## config.mk

```make
export PLATFORM = sky130hd
export DESIGN_NAME = maxmin_alloc
export DESIGN_NICKNAME = d
export VERILOG_FILES = /design/src/rtl/maxmin_alloc_pkg.sv /design/src/rtl/maxmin_sorter.sv /design/src/rtl/maxmin_divider.sv /design/src/rtl/maxmin_alloc.sv
export SDC_FILE = /design/constraint.sdc
export NUM_CORES = 1
export LEC_CHECK = 0
export ABC_AREA = 1
export BUFFER_PORTS_ARGS = -buffer_cell sky130_fd_sc_hd__clkbuf_2
export CORE_MARGIN = 2
export CORE_UTILIZATION = 35
export CTS_BUF_LIST = sky130_fd_sc_hd__clkbuf_8
export CTS_CLUSTER_DIAMETER = 120
export CTS_CLUSTER_SIZE = 28
export DETAILED_ROUTE_END_ITERATION = 10
export PLACE_DENSITY_LB_ADDON = 0.2
export SKIP_LAST_GASP = 1
export SLEW_MARGIN = 20
export SYNTH_ARGS = -nofsm -noshare
export SYNTH_HDL_FRONTEND = slang
export SYNTH_SLANG_ARGS = --single-unit
```

## constraint.sdc

```tcl
create_clock -name clk -period 6.5 [get_ports clk]
set_input_delay 0.975 -clock clk [delete_from_list [all_inputs] [get_ports clk]]
set_output_delay 0.975 -clock clk [all_outputs]
set_load 0.02 [all_outputs]
```

## src/rtl/maxmin_alloc_pkg.sv

```systemverilog
package maxmin_alloc_pkg;
    localparam int DEF_N = 4;
    localparam int DEF_W = 16;

    typedef enum logic [1:0] {
        ST_IDLE = 2'd0,
        ST_SORT = 2'd1,
        ST_WAIT = 2'd2
    } phase_e;
endpackage

```

## src/rtl/maxmin_sorter.sv

```systemverilog
module maxmin_sorter #(
    parameter int N  = 4,
    parameter int W  = 16,
    parameter int IW = (N > 1) ? $clog2(N) : 1
) (
    input  logic [N-1:0][W-1:0]  val_i,
    output logic [N-1:0][W-1:0]  val_o,
    output logic [N-1:0][IW-1:0] idx_o
);
    logic [W-1:0]  sv [0:N][0:N-1];
    logic [IW-1:0] si [0:N][0:N-1];

    for (genvar i = 0; i < N; i++) begin : g_in
        assign sv[0][i] = val_i[i];
        assign si[0][i] = IW'(i);
        assign val_o[i] = sv[N][i];
        assign idx_o[i] = si[N][i];
    end

    for (genvar s = 0; s < N; s++) begin : g_stage
        for (genvar i = 0; i < N; i++) begin : g_lane
            if ((i % 2) == (s % 2) && (i + 1) < N) begin : g_pair
                logic swap;
                assign swap          = sv[s][i] > sv[s][i+1];
                assign sv[s+1][i]    = swap ? sv[s][i+1] : sv[s][i];
                assign si[s+1][i]    = swap ? si[s][i+1] : si[s][i];
                assign sv[s+1][i+1]  = swap ? sv[s][i]   : sv[s][i+1];
                assign si[s+1][i+1]  = swap ? si[s][i]   : si[s][i+1];
            end else if (i > 0 && ((i - 1) % 2) == (s % 2)) begin : g_upper
                // lane written by the pair below it
            end else begin : g_pass
                assign sv[s+1][i] = sv[s][i];
                assign si[s+1][i] = si[s][i];
            end
        end
    end
endmodule

```

## src/rtl/maxmin_divider.sv

```systemverilog
module maxmin_divider #(
    parameter int W  = 16,
    parameter int DW = 3
) (
    input  logic          clk,
    input  logic          rst_n,
    input  logic          go,
    input  logic [W-1:0]  dividend,
    input  logic [DW-1:0] divisor,
    output logic [W-1:0]  quotient,
    output logic          ready
);
    localparam int RW = DW + 1;
    localparam int CW = $clog2(W + 1);

    typedef struct packed {
        logic          run;
        logic [CW-1:0] cnt;
        logic [W-1:0]  work;
        logic [RW-1:0] part;
        logic [DW-1:0] dvs;
        logic          fin;
    } div_t;

    div_t q_q, q_d;
    logic [RW-1:0] trial;

    always_comb begin
        q_d     = q_q;
        q_d.fin = 1'b0;
        trial   = {q_q.part[RW-2:0], q_q.work[W-1]};
        if (go) begin
            q_d.run  = 1'b1;
            q_d.cnt  = CW'(W);
            q_d.work = dividend;
            q_d.part = '0;
            q_d.dvs  = divisor;
        end else if (q_q.run) begin
            if (trial >= RW'(q_q.dvs)) begin
                q_d.part = trial - RW'(q_q.dvs);
                q_d.work = {q_q.work[W-2:0], 1'b1};
            end else begin
                q_d.part = trial;
                q_d.work = {q_q.work[W-2:0], 1'b0};
            end
            q_d.cnt = q_q.cnt - 1'b1;
            if (q_q.cnt == CW'(1)) begin
                q_d.run = 1'b0;
                q_d.fin = 1'b1;
            end
        end
    end

    always_ff @(posedge clk or negedge rst_n) begin
        if (!rst_n) q_q <= '0;
        else        q_q <= q_d;
    end

    assign quotient = q_q.work;
    assign ready    = q_q.fin;
endmodule

```

## src/rtl/maxmin_alloc.sv

```systemverilog
module maxmin_alloc
    import maxmin_alloc_pkg::*;
#(
    parameter int N = DEF_N,
    parameter int W = DEF_W
) (
    input  logic           clk,
    input  logic           rst_n,
    input  logic           start,
    input  logic [N*W-1:0] demand_flat,
    input  logic [W-1:0]   capacity,
    output logic [N*W-1:0] alloc_flat,
    output logic           busy,
    output logic           done
);
    localparam int IW = (N > 1) ? $clog2(N) : 1;
    localparam int CW = $clog2(N + 1);

    typedef struct packed {
        phase_e              ph;
        logic [N-1:0][W-1:0] dem;
        logic [W-1:0]        cap;
        logic [N-1:0][W-1:0] sval;
        logic [N-1:0][IW-1:0] sidx;
        logic [W-1:0]        rem;
        logic [CW-1:0]       step;
        logic [N-1:0][W-1:0] alloc;
        logic                go;
        logic                fin;
    } st_t;

    st_t st_q, st_d;

    logic [N-1:0][W-1:0]  srt_val;
    logic [N-1:0][IW-1:0] srt_idx;
    logic [W-1:0]         quo;
    logic                 quo_rdy;
    logic [CW-1:0]        left_cnt;
    logic [W-1:0]         cur_val;
    logic [N*W-1:0]       dem_lat;
    logic [W-1:0]         cap_lat;

    maxmin_sorter #(.N(N), .W(W), .IW(IW)) u_sort (
        .val_i (st_q.dem),
        .val_o (srt_val),
        .idx_o (srt_idx)
    );

    assign left_cnt = CW'(N) - st_q.step;

    maxmin_divider #(.W(W), .DW(CW)) u_div (
        .clk      (clk),
        .rst_n    (rst_n),
        .go       (st_q.go),
        .dividend (st_q.rem),
        .divisor  (left_cnt),
        .quotient (quo),
        .ready    (quo_rdy)
    );

    assign cur_val = st_q.sval[st_q.step[IW-1:0]];

    always_comb begin
        st_d     = st_q;
        st_d.go  = 1'b0;
        st_d.fin = 1'b0;
        unique case (st_q.ph)
            ST_IDLE: begin
                if (start) begin
                    st_d.dem   = demand_flat;
                    st_d.cap   = capacity;
                    st_d.alloc = '0;
                    st_d.ph    = ST_SORT;
                end
            end
            ST_SORT: begin
                st_d.sval = srt_val;
                st_d.sidx = srt_idx;
                st_d.rem  = st_q.cap;
                st_d.step = '0;
                st_d.go   = 1'b1;
                st_d.ph   = ST_WAIT;
            end
            ST_WAIT: begin
                if (quo_rdy) begin
                    if (cur_val <= quo) begin
                        st_d.alloc[st_q.sidx[st_q.step[IW-1:0]]] = cur_val;
                        st_d.rem = st_q.rem - cur_val;
                        if (st_q.step == CW'(N - 1)) begin
                            st_d.ph  = ST_IDLE;
                            st_d.fin = 1'b1;
                        end else begin
                            st_d.step = st_q.step + 1'b1;
                            st_d.go   = 1'b1;
                        end
                    end else begin
                        for (int k = 0; k < N; k++) begin
                            if (CW'(k) >= st_q.step)
                                st_d.alloc[st_q.sidx[k]] = quo;
                        end
                        st_d.ph  = ST_IDLE;
                        st_d.fin = 1'b1;
                    end
                end
            end
            default: st_d.ph = ST_IDLE;
        endcase
    end

    always_ff @(posedge clk or negedge rst_n) begin
        if (!rst_n) begin
            st_q    <= '0;
            st_q.ph <= ST_IDLE;
        end else begin
            st_q <= st_d;
        end
    end

    assign alloc_flat = st_q.alloc;
    assign busy       = (st_q.ph != ST_IDLE);
    assign done       = st_q.fin;
    assign dem_lat    = st_q.dem;
    assign cap_lat    = st_q.cap;
endmodule

```

---- Word level (Yosys, flattened, before mapping) ----
Cells that the tools add are included.
operators by class
  $add $sub $neg .......................... 5
  multiplexer cells ....................... 81
  $lt $le $gt $ge ......................... 23
  reduce and logical (&&, ||, !) cells .... 15
  equal/unequal tests ..................... 9
operators with widths
  kind                                                                           number
  64-bit 2-to-1 mux                                                              15
  64-bit bitwise mux                                                             5
  16-bit 2-to-1 mux                                                              18
  16-bit demux with 2-bit select                                                 5
  64-bit one-hot mux with 2 select lines                                         1
  16-bit greater-than comparator                                                 6
  85-bit 2-to-1 mux                                                              1
  82-bit 2-to-1 mux                                                              1
  26-bit 2-to-1 mux                                                              2
  19-bit one-hot mux with 2 select lines                                         1
  16-bit binary-select mux with 2-bit select                                     1
  2-bit 2-to-1 mux                                                               12
  19-bit 2-to-1 mux                                                              1
  2-bit by 3-bit less-than comparator with 1-bit output (second input constant)  6
  16-bit less-or-equal comparator                                                1
  16-bit subtractor                                                              1
  1-bit 2-to-1 mux                                                               13
  2-bit by 1-bit >= comparator with 1-bit output (second input constant)         5
  3-bit AND reduction                                                            3
  2-bit nonzero test                                                             4
  1-bit by 3-bit >= comparator with 1-bit output (first input constant)          2
  2-bit by 3-bit >= comparator with 1-bit output (first input constant)          2
  2-bit inequality test (second input constant)                                  3
  2-bit one-hot mux with 3 select lines                                          1
  other kinds (19)                                                               23
storage, ports and cells
  output and inout port bits .............. 66
  logic and storage cells ................. 161
  register bits ........................... 268

---- Logic depth before layout (Yosys ltp) ----
Gate-level depths: netlist (run 1).
  depth in word-level cells ............... 24
  depth in mapped cells ................... 59
  gate-level depth less buffers ........... 53

---- Hierarchy ----
Synthesis (run 1) repeated with hierarchy kept, for this count alone.
second synthesis, totals
  cell total of the unflattened synthesis .. 2667
  area total of the unflattened synthesis .. 19865.3 um^2
modules (own cells, without submodules)
  module          area an instance (um^2)  cells each  instances  seq. area each (um^2)
  maxmin_alloc    13610.6                  1599        1          5980.7
  maxmin_sorter   4749.6                   895         1          0.0
  maxmin_divider  1505.2                   173         1          725.7

---- Worst setup path before layout (run 1) ----
OpenSTA, ideal clock, no wires.
  path type ............................... register to register
  start point ............................. register st_q, in the netlist dem_lat[39]
  end point ............................... register st_q[87] (netlist name)
  data arrival time ....................... 6856 ps
  stages on the path, launching flop included .. 54
  period minus slack after synthesis ...... 6921 ps
  path buffers ............................ 6
  setup time .............................. 66 ps
  slack ................................... -421 ps
  cells stage by stage .................... dfrtp_1 > ha_1 > a21o_1 > nor2_1 > nand2_1 > nand2_1 > nand2_2 > nand2_1 > buf_2 > clkinv_1 > clkbuf_1 > nand2_1 > o21ai_0 > ha_1 > a21oi_1 > nor2_1 > a211oi_1 > o221ai_1 > (+18 left out) > nand2_1 > o21ai_0 > ha_1 > inv_1 > nor2_1 > nor2_1 > o21a_1 > o221ai_1 > nand2_1 > o211ai_1 > nand2_1 > clkinv_1 > clkbuf_1 > nand2_1 > nand2_1 > inv_1 > nand2_1 > nand2_1
on the way
  word-level cells in the longest chain between the ends .. 8
  elaborated cells on any way between the ends .. 18
  classes of those cells .................. order compare (5); mux (13)
ends and longest elaborated chain
  element                                      RTL line                                  source
  from (decl)                                  maxmin_alloc.sv:32                        st_t st_q, st_d;
  from (signal assigned)                       maxmin_alloc.sv:115                       st_q <= st_d;
  16-bit greater-than comparator               maxmin_sorter.sv:24                       assign swap = sv[s][i] > sv[s][i+1];
  16-bit 2-to-1 mux                            maxmin_sorter.sv:25                       assign sv[s+1][i] = swap ? sv[s][i+1] : sv[s][i];
  16-bit greater-than comparator               maxmin_sorter.sv:24
  16-bit 2-to-1 mux, on equally long branches  maxmin_sorter.sv:25, maxmin_sorter.sv:27
  16-bit greater-than comparator               maxmin_sorter.sv:24
  16-bit 2-to-1 mux, on equally long branches  maxmin_sorter.sv:27, maxmin_sorter.sv:25
  16-bit greater-than comparator               maxmin_sorter.sv:24
  2-bit 2-to-1 mux *                           maxmin_sorter.sv:26                       assign si[s+1][i] = swap ? si[s][i+1] : si[s][i];
Mark *: on every way between the ends. The rest lies on a longest branch, timed or not.
A chain may end at the register's enable or synchronous reset.

---- Final worst setup path (run 1) ----
  start point ............................. register st_q, in the netlist dem_lat[28]
  end point ............................... register st_q[129] (netlist name)
on the way
  word-level cells in the longest chain between the ends .. 8
  elaborated cells on any way between the ends .. 12
  classes of those cells .................. order compare (5); mux (7)
ends and longest elaborated chain
  element                                      RTL line                                  source
  16-bit greater-than comparator               maxmin_sorter.sv:24
  16-bit 2-to-1 mux                            maxmin_sorter.sv:27                       assign sv[s+1][i+1] = swap ? sv[s][i] : sv[s][i+1];
  16-bit greater-than comparator               maxmin_sorter.sv:24
  16-bit 2-to-1 mux, on equally long branches  maxmin_sorter.sv:25, maxmin_sorter.sv:27
  16-bit greater-than comparator               maxmin_sorter.sv:24
  16-bit 2-to-1 mux, on equally long branches  maxmin_sorter.sv:27, maxmin_sorter.sv:25
  16-bit greater-than comparator               maxmin_sorter.sv:24
  16-bit 2-to-1 mux *                          maxmin_sorter.sv:27
Marks and branches as above.

==> reports/qor.txt, run 1 <==
Hold Fails Final Rpt -> 0
largest net degree at the start of global routing -> 98
main combinational cell family by area after synthesis -> simple AND/OR/NAND/NOR gates
Worst EP arrival -> 7.34 ns
RePlAce Congestion -> 0.906
total core area -> 52900 um2
Layout fillers -> 5299
P&R area growth vs syn -> 26.3%
Synth warnings -> 0
htree depth -> 1
XOR/XNOR share of the synthesized area -> 0.0931%
worst skew pair latency -> 0.63 ns
Worst Skew -> 0.0464 ns
1st-pass router iterations -> 5
Post-synth ARST share -> 100%
I/O Buffers -> 148
initial antenna violation count -> 1
clk buf depth -> 3
Yosys top cell by area -> dfrtp_1
number of DRC markers in iteration 0 -> 1458
FP Rows -> 84
root cell of the clock tree -> clkbuf_8
Synth Area in Compound Gates -> 17.8%
fin worst setup slack -> -0.280 ns
max-cap violations -> 0
Critical Path End Type -> flop
Hold WS -> 0.370 ns
TritonCTS Buffers -> 15
final WL -> 66500 um
nature of the critical path startpoint -> flop
Post-Syn Area -> 18800 um2
vias per cell -> 5.26
status -> finished with violations
per-cell routed wire length -> 18.2 um
Syn Area/Cell -> 7.05 um2
Final min period -> 6.78 ns
die height -> 236 um
Post-Place Setup Slack -> -0.687 ns
Synth Area in Adders -> 9.19%
Fmax -> 147 MHz
CP Max Fanout -> 15
worst min path class -> input pin to async pin
Remaining Overflow, GRT -> 0
Worst-path clk slew -> 0.19 ns
ys flop type -> dfrtp_1
Die X -> 236 um
FF+latch count, synth -> 268
RSZ-0062 raised after global routing -> true
Post-Synthesis Cells -> 2671
CP most frequent cell -> nand2_1
area share of the leading cell type in the synthesized netlist -> 35.6%
Mapped Nets -> 2891
total vias in the final route -> 19.2k
# IOs -> 149
Remaining DRCs -> 0
Initial Utilization -> 35.6%
DIE AREA -> 55700 um2
period utilization -> 104%
fin nets -> 3174
Tightest Pin Transition -> 1.10 ns
dpl hpwl -> 46500 um
CTS sink count -> 268
vias in the first global route -> 17.8k
Rel. slew slack -> 26.3%
post-route antenna net violation count -> 0
sequential share of the synthesized area -> 35.6%
Largest stage delay, worst path -> 0.39 ns
Critical-path top delay cell -> dfrtp_1
CTS tree -> yes
final slew viol count -> 0
failing checks -> setup timing
multiplexer share of the synthesized area -> 1.91%
first-pass GRT wire length -> 101000 um
Post-Synth Simple-Gate Area -> 24.8%
EDFF count, synth -> 0
layout cells sized above 1 -> 24.8%
GRT Util Overall -> 22.6%
# setup viols final -> 36
top cells by area, synth -> dfrtp_1, nand2_1, o21ai_0
kind of critical path -> flop to flop
Critical Path RT -> 7.06 ns
distinct cell type count after synthesis -> 47
-- stage by stage --
| stage | cell area, um2 | std cells | utilization [%] | TNS, ns |
|---|---|---|---|---|
| after floorplan | 18800 | 2671 | - | -0.00306 |
| after global placement | 21500 | 3570 | 40.7 | -17.92 |
| after detailed placement | 21500 | 3570 | 40.7 | -22.71 |
| after CTS | 22200 | 3602 | 42.0 | -3.54 |
| after global routing | 23800 | 3647 | 45.0 | -20.86 |
| final | 23800 | 3647 | 45.0 | -7.88 |
-- layout make-up --
cell class,instances,area [um2],share of cell area [%]
Multi-Input combinational cell,1950,11300,47.7
Sequential cell,268,6710,28.2
Timing Repair Buffer,467,3590,15.1
Inverter,249,965,4.06
Tap cell,688,861,3.62
Clock buffer,15,206,0.869
Clock inverter,6,87.6,0.368
Timing Repair inverter,3,26.3,0.111
Antenna cell,1,2.50,0.0105
-- final timing paths --
kind                       cells after the start                      start  slack (ns)                          to
setup / recovery                              47    dem_lat[28]$_DFFE_PN0P_       -0.28       st_q[129]$_DFFE_PN0P_
hold / removal                                 1                      rst_n        0.37  alloc_flat[53]$_DFFE_PN0P_
setup reg to reg                              47    dem_lat[28]$_DFFE_PN0P_       -0.28       st_q[129]$_DFFE_PN0P_
hold reg to reg                                1  u_div.q_q[27]$_DFFE_PN0P_        0.49   u_div.q_q[27]$_DFFE_PN0P_
max in group asynchronous                      2                      rst_n        4.75      dem_lat[1]$_DFFE_PN0P_
min in group clk                               1  u_div.q_q[27]$_DFFE_PN0P_        0.49   u_div.q_q[27]$_DFFE_PN0P_
-- cell usage after synthesis (3+ instances only) --
cell type and instances:
nand2_1 828, o21ai_0 347, dfrtp_1 268, inv_1 239
nand3_1 158, a21oi_1 145, ha_1 135, nor2_1 135
clkbuf_1 108, buf_4 67, mux2_2 32, o21ai_1 25
o211ai_1 21, a32oi_1 17, buf_1 17, nand4_1 13
nor3_1 12, o221ai_1 12, buf_2 11, a22oi_1 10
a31oi_1 8, nand2_2 8, a211oi_1 6, clkinv_1 5
inv_2 5, o2111ai_1 4, o21bai_1 4, o21a_1 3
-- critical path: cells and delay by family (launching register included) --
kind                       cells  cell delay, ns
DFF                            1            0.39
adders and majority gates      4            1.10
AOI/OAI and AO/OA             12            1.75
and+or+nand+nor               19            1.85
buffers and inverters         12            1.61
-- routing by layer --
metal  track usage (%)  wire (um)  up-vias
li1                  -          -     9311
met1              30.0      28500     9067
met2              39.2      32100      682
met3              2.57       3690      125
met4              5.75       2180        0
met5                 0          0        -
-- layout by cell type, fill, tap and decap left out, types with 17 or more instances in the layout --
| master | count |
|---|---|
| o21ai_0 | 298 |
| o21ai_2 | 19 |
| mux2_2 | 32 |
| dfrtp_1 | 268 |
| ha_4 | 35 |
| clkbuf_2 | 147 |
| nand2_2 | 43 |
| nor2_1 | 124 |
| buf_4 | 284 |
| nand3_1 | 143 |
| a32oi_1 | 17 |
| ha_1 | 96 |
| o211ai_1 | 21 |
| o21ai_1 | 40 |
| inv_1 | 226 |
| nand2_1 | 779 |
| a21oi_1 | 133 |
-- cell families after synthesis --
| group | count (synthesis) |
|---|---|
| AO/OA/AOI/OAI | 614 |
| adder cells (fa/ha/maj) | 137 |
| buffers and inverters | 454 |
| XOR/XNOR | 2 |
| AND/OR/NAND/NOR | 1164 |
| flip-flops | 268 |
| multiplexers | 32 |
-- timing repair --
| action | CTS | global route |
|---|---|---|
| endpoints found under the setup margin | 36 | 36 |
| hold buffers | 0 | 0 |
| setup buffers | 7 | 32 |
| gates resized for setup | 68 | 226 |
| pin swaps | 15 | 100 |
| cloned | 4 | 14 |
-- sequential cells by signal, summed over array words and instances (netlist names) --
signal	cells
u_div.ready	1
u_div.quotient	16
st_q	94
cap_lat	16
done	1
dem_lat	64
u_div.q_q	12
alloc_flat	64
Power of run 1 is left out: the tool's default activity adds up to more than one toggle a clock period on the data nets, which glitch-free logic cannot reach.
==> run 2: changes to the inputs <==
--- a/config.mk
+++ b/config.mk
@@ -5,7 +5,6 @@
 export SDC_FILE = /design/constraint.sdc
 export NUM_CORES = 1
 export LEC_CHECK = 0
-export ABC_AREA = 1
 export BUFFER_PORTS_ARGS = -buffer_cell sky130_fd_sc_hd__clkbuf_2
 export CORE_MARGIN = 2
 export CORE_UTILIZATION = 35
==> reports/qor.txt, run 2 <==
status -> finished with violations
failing checks -> setup timing
die height -> 235 um (-0.42%)
Critical-path top delay cell -> or4_4
post-placement cell area -> 22300 um2 (+3.6%)
Yosys top cell by area -> dfrtp_1
initial antenna violation count -> 2 (+1)
P&R area growth vs syn -> 34.2%
FP Rows -> 84 (unchanged)
Hold Fails Final Rpt -> 0 (unchanged)
number of DRC markers in iteration 0 -> 1178 (-19%)
FF+latch count, synth -> 268 (unchanged)
worst skew pair latency -> 0.64 ns (about the same)
GR met3 Demand/Resource -> 2.58% (+0.010 points)
GR Util met2 -> 34.5% (-4.7 points)
total vias in the final route -> 16.6k (-14%)
Remaining Overflow, GRT -> 0 (unchanged)
Worst-path clk slew -> 0.19 ns (about the same)
LEAKAGE -> 11.6 nW
Critical Path End Type -> flop
I/O Buffers -> 148 (unchanged)
period utilization -> 131% (+26 points)
Die X -> 235 um (-0.42%)
Worst R2R Setup Slack -> -2.00 ns (-1.72 ns)
# setup viols final -> 61 (+69%)
first-pass GRT wire length -> 95500 um (-5.2%)
commonest cells after routing, fill and taps aside -> buf_4, dfrtp_1, nand2_1, clkbuf_2, inv_1
Critical Path RT -> 7.07 ns (about the same)
placed insts -> 2997 (-16%)
EDFF count, synth -> 0 (unchanged)
TritonCTS Buffers -> 15 (unchanged)
sequential share of the synthesized area -> 35.9% (+0.30 points)
Worst Skew -> 0.0858 ns (+0.0394 ns)
fin nets -> 2641 (-17%)
RePlAce Congestion -> 0.895 (-1.2%)
vias per cell -> 5.32 (+1.1%)
CP Max Fanout -> 7 (-8)
worst min path class -> input pin to async pin
GR met1 Demand/Resource -> 31.2% (+1.2 points)
post-route antenna net violation count -> 0 (unchanged)
top cells by area, synth -> dfrtp_1, ha_1, mux2i_1
Top reg by flops -> st_q
distinct cell type count after synthesis -> 78 (+66%)
FF-to-FF path depth -> 41 (-13%)
fin worst setup slack -> -2.00 ns (-1.72 ns)
CTS tree -> yes
Fmax -> 118 MHz (-20%)
htree depth -> 1 (unchanged)
Post-Layout Inst Area -> 25000 um2 (+5.4%)
Remaining DRCs -> 0 (unchanged)
nature of the critical path startpoint -> flop
Rel. slew slack -> 25.8% (-0.45 points)
area share of the leading cell type in the synthesized netlist -> 35.9% (+0.30 points)
RSZ-0062 raised after global routing -> true
count leader, synth -> dfrtp_1
DIE AREA -> 55200 um2 (-0.83%)
final slew viol count -> 0 (unchanged)
GRT Util Overall -> 21.7% (-0.89 points)
1st-pass router iterations -> 5 (unchanged)
Post-synth ARST share -> 100% (unchanged)
worst reg2reg path startpoint -> dem_lat[11]$_DFFE_PN0P_
Synth warnings -> 0 (unchanged)
Largest stage delay, worst path -> 0.59 ns (+0.20 ns)
power per cell area -> 105 nW/um2
GR peak layer -> met2
total negative slack -> -74.08 ns (-66.20 ns)
Initial Utilization -> 35.4% (-0.16 points)
number of flip-flops in the largest register -> 94 (unchanged)
kind of critical path -> flop to flop
# IOs -> 149 (unchanged)
CTS sink count -> 268 (unchanged)
layout cells sized above 1 -> 40.6% (+16 points)
Post-Place Setup Slack -> -2.34 ns (-1.65 ns)
Syn Area/Cell -> 9.36 um2 (+33%)
ys flop type -> dfrtp_1
Post-Syn Area -> 18700 um2 (-0.84%)
total core area -> 52700 um2 (-0.40%)
Tightest Pin Transition -> 1.11 ns (+0.0108 ns)
Final Util -> 47.6% (+2.6 points)
root cell of the clock tree -> clkbuf_8
per-cell routed wire length -> 20.2 um (+11%)
Final min period -> 8.50 ns (+1.72 ns)
hold_buf cts -> 0 (unchanged)
CP most frequent cell -> o21a_1
dpl hpwl -> 45200 um (-2.9%)
crit path to -> st_q[87]$_DFFE_PN0P_
Post-Synthesis Cells -> 1994 (-25%)
max-cap violations -> 0 (unchanged)
RR Endpoint -> st_q[87]$_DFFE_PN0P_
Non-Filler Instances -> 3116 (-15%)
Worst EP arrival -> 9.06 ns (+1.72 ns)
vias in the first global route -> 16.2k (-9.1%)
largest net degree at the start of global routing -> 173 (+77%)
crit path from -> dem_lat[11]$_DFFE_PN0P_
Post-synth top cells -> dfrtp_1, nor2_1, inv_1, nand2_1, mux2i_1
Mapped Nets -> 2214 (-23%)
clk buf depth -> 3 (unchanged)
most common cell after layout, fill and taps aside -> buf_4
final WL -> 62800 um (-5.5%)
worst IR drop on VDD -> 194 uV
run 2: how the worst min path moves through the flow:
stage / startpoint / end / slack, ns / cells after the start
2_1_floorplan: st_q[143]$_DFFE_PN0P_ / st_q[143]$_DFFE_PN0P_ / 0.44 / 2
3_3_place_gp: st_q[127]$_DFFE_PN0P_ / st_q[127]$_DFFE_PN0P_ / 0.47 / 2
3_5_place_dp: st_q[127]$_DFFE_PN0P_ / st_q[127]$_DFFE_PN0P_ / 0.48 / 2
4_1_cts: rst_n / st_q[104]$_DFFE_PN0P_ / 0.36 / 1
5_1_grt: rst_n / st_q[104]$_DFFE_PN0P_ / 0.36 / 1
6_report: rst_n / st_q[104]$_DFFE_PN0P_ / 0.32 / 1
run 2: routing by layer:
metal  wire, um  vias to the layer above
met5          7                        -
met4       1800                        2
met3       2650                       93
met2      28900                      417
met1      29500                     8109
li1           -                     7952
run 2: cell families after synthesis:
kind of cell | share of synthesized area, %
compound gates | 18.0
simple gates | 10.6
buf+inv | 8.37
mux | 17.1
flops | 35.9
fa+ha+maj | 9.32
xor+xnor | 0.751
run 2: through the flow:
step	total power (W)	hold WS, ns
after floorplan	0.00170	0.445
after global placement	0.00176	0.465
after detailed placement	0.00177	0.475
after CTS	0.00266	0.355
after global routing	0.00270	0.357
final	0.00262	0.324
run 2: final cells by class:
class,count,area (um2)
fillers,4947,27600
multi-input cells,1385,12000
flip-flops and latches,268,6710
repair buffers,592,4560
well taps,688,861
inverters,159,599
clock buffers,16,220
clock inverters,7,98.8
diodes,1,2.50
run 2: repair_timing:
| action | in CTS | in global routing |
|---|---|---|
| cloned | 4 | 1 |
| endpoints found under the setup margin | 68 | 71 |
| buffers inserted | 61 | 37 |
| gates resized for setup | 174 | 168 |
| pin swaps | 52 | 79 |
run 2: critical path: cells and delay by family (launching register included):
family	cells	cell delay (ns)
fa+ha+maj	4	1.05
flops	1	0.45
compound gates	16	3.06
mux	2	0.63
buf+inv	7	0.96
simple gates	12	2.27
run 2: power by group:
| part | total [W] | switching [W] | leakage (nW) | internal (W) |
|---|---|---|---|---|
| registers | 0.00167 | 0 | 3.74 | 0.00167 |
| clock network | 0.000888 | 0.000633 | 0.157 | 0.000255 |
| logic | 0.0000627 | 0.0000431 | 7.65 | 0.0000196 |
| total | 0.00262 | 0.000676 | 11.6 | 0.00194 |
Power figures use the tool's default switching activity.
==> run 3: changes to the inputs <==
--- a/config.mk
+++ b/config.mk
@@ -6,7 +6,6 @@
 export NUM_CORES = 1
 export LEC_CHECK = 0
 export BUFFER_PORTS_ARGS = -buffer_cell sky130_fd_sc_hd__clkbuf_2
-export CORE_MARGIN = 2
 export CORE_UTILIZATION = 35
 export CTS_BUF_LIST = sky130_fd_sc_hd__clkbuf_8
 export CTS_CLUSTER_DIAMETER = 120
==> reports/qor.txt, run 3 (same netlist as run 2, synthesis figures left out) <==
worst min path class -> input pin to async pin
vias per cell -> 5.34 (+0.32%)
final slew viol count -> 0 (unchanged)
power per cell area -> 106 nW/um2 (+1.0%)
clk buf depth -> 3 (unchanged)
Worst Skew -> 0.0652 ns (-0.0206 ns)
dpl hpwl -> 44600 um (-1.4%)
final WL -> 61400 um (-2.2%)
post-placement cell area -> 22300 um2 (-0.17%)
crit path to -> st_q[137]$_DFFE_PN0P_
Critical path buffers and inverters -> 11 (+4)
kind of critical path -> flop to flop
worst reg2reg path startpoint -> dem_lat[23]$_DFFE_PN0P_
Die X -> 233 um (-0.85%)
fin worst setup slack -> -1.78 ns (+0.213 ns)
FF-to-FF path depth -> 42 (+2.4%)
Critical Path RT -> 7.07 ns (about the same)
Initial Utilization -> 35.4% (unchanged)
fin nets -> 2604 (-1.4%)
vias in the first global route -> 16.0k (-1.4%)
nature of the critical path startpoint -> flop
largest net degree at the start of global routing -> 170 (-1.7%)
crit-path leading delay family -> simple AND/OR/NAND/NOR gates
CP Max Fanout -> 8 (+1)
Final Util -> 46.8% (-0.80 points)
most common cell after layout, fill and taps aside -> buf_4
Top reg by flops -> st_q
Worst EP arrival -> 8.85 ns (-0.21 ns)
htree depth -> 1 (unchanged)
crit path from -> dem_lat[23]$_DFFE_PN0P_
Largest stage delay, worst path -> 0.55 ns (-0.04 ns)
CTS tree -> yes
total vias in the final route -> 16.4k (-0.87%)
period utilization -> 127% (-3.3 points)
Tightest Pin Transition -> 1.05 ns (-0.0652 ns)
status -> finished with violations
die height -> 233 um (-0.85%)
max-cap violations -> 0 (unchanged)
Remaining Overflow, GRT -> 0 (unchanged)
# IOs -> 149 (unchanged)
LEAKAGE -> 11.4 nW (-1.7%)
Hold WS -> 0.356 ns (+0.0312 ns)
TritonCTS Buffers -> 15 (unchanged)
Critical Path End Type -> flop
Fmax -> 121 MHz (+2.6%)
first-pass GRT wire length -> 93500 um (-2.2%)
per-cell routed wire length -> 20.0 um (-1.0%)
1st-pass router iterations -> 7 (+2)
Final min period -> 8.28 ns (-0.213 ns)
number of flip-flops in the largest register -> 94 (unchanged)
FP Rows -> 84 (unchanged)
failing checks -> setup timing
commonest cells after routing, fill and taps aside -> buf_4, dfrtp_1, nand2_1, clkbuf_2, nor2_1
root cell of the clock tree -> clkbuf_8
# setup viols final -> 48 (-21%)
post-route antenna net violation count -> 0 (unchanged)
Critical-path top delay cell -> or4_4
DIE AREA -> 54300 um2 (-1.7%)
worst IR drop on VDD -> 170 uV (-12%)
RePlAce Congestion -> 0.898 (+0.29%)
RR Endpoint -> st_q[137]$_DFFE_PN0P_
total core area -> 52700 um2 (unchanged)
GRT Util Overall -> 22.0% (+0.29 points)
layout cells sized above 1 -> 39.0% (-1.6 points)
Remaining DRCs -> 0 (unchanged)
Worst R2R Setup Slack -> -1.78 ns (+0.21 ns)
Worst path depth -> 42 (+2.4%)
Post-Layout Inst Area -> 24600 um2 (-1.7%)
initial antenna violation count -> 1 (-1)
CTS sink count -> 268 (unchanged)
I/O Buffers -> 148 (unchanged)
worst skew pair latency -> 0.63 ns (about the same)
Post-Place Setup Slack -> -2.37 ns (-0.0244 ns)
Worst-path clk slew -> 0.18 ns (about the same)
RSZ-0062 raised after global routing -> true
P&R area growth vs syn -> 31.9%
Hold Fails Final Rpt -> 0 (unchanged)
number of DRC markers in iteration 0 -> 1212 (+2.9%)
Rel. slew slack -> 30.2% (+4.3 points)
## run 3: metal layers
metal | vias to the layer above | part of all wire [%] | track usage (%)
met4 | 0 | 2.5 | 5.19
met3 | 65 | 3.7 | 2.13
met2 | 380 | 47 | 35.8
met5 | - | 0 | 0
met1 | 8090 | 47 | 31.3
li1 | 7893 | - | -
## run 3: power by group
group	internal [W]	switching [W]
combinational	0.0000196	0.0000430
sequential	0.00167	0
clock	0.000246	0.000625
## run 3: area by class of cell
cell class              count  area [um2]
clock buffers              15         206
clock inverters             8        95.1
diodes                      1        2.50
inverters                 159         602
multi-input cells        1385       11900
flip-flops and latches    268        6710
fillers                  4936       28000
well taps                 688         861
repair buffers            555        4250
## run 3: what timing repair did
item / 4_1_cts / 5_1_grt
cloned: 5 / 3
hold buffers: 0 / 0
endpoints found under the setup margin: 72 / 71
pin swaps: 43 / 52
resized for setup: 133 / 150
setup buffers: 40 / 22
## run 3: stage by stage
stage	instances	total power, W	TNS [ns]
6_report	3079	0.00260	-64.56
2_1_floorplan	1994	0.00170	-45.81
5_1_grt	3079	0.00270	-86.42
3_5_place_dp	2991	0.00177	-96.08
4_1_cts	3057	0.00264	-55.00
3_3_place_gp	2990	0.00176	-88.62
## run 3: worst min-delay path by stage
stage                                            end  slack (ns)                   from
after detailed placement       st_q[125]$_DFFE_PN0P_        0.47  st_q[125]$_DFFE_PN0P_
after global routing      alloc_flat[53]$_DFFE_PN0P_        0.41                  rst_n
after floorplan                st_q[143]$_DFFE_PN0P_        0.44  st_q[143]$_DFFE_PN0P_
final                     alloc_flat[53]$_DFFE_PN0P_        0.36                  rst_n
after global placement         st_q[115]$_DFFE_PN0P_        0.47  st_q[115]$_DFFE_PN0P_
after CTS                 alloc_flat[53]$_DFFE_PN0P_        0.39                  rst_n
## run 3: worst reg2reg max path: cells and delay by family, from the launching register on
family	cells	cell delay [ns]
buf+inv	11	1.62
fa+ha+maj	4	1.06
simple gates	13	2.64
flops	1	0.41
compound gates	12	1.81
mux	2	0.67
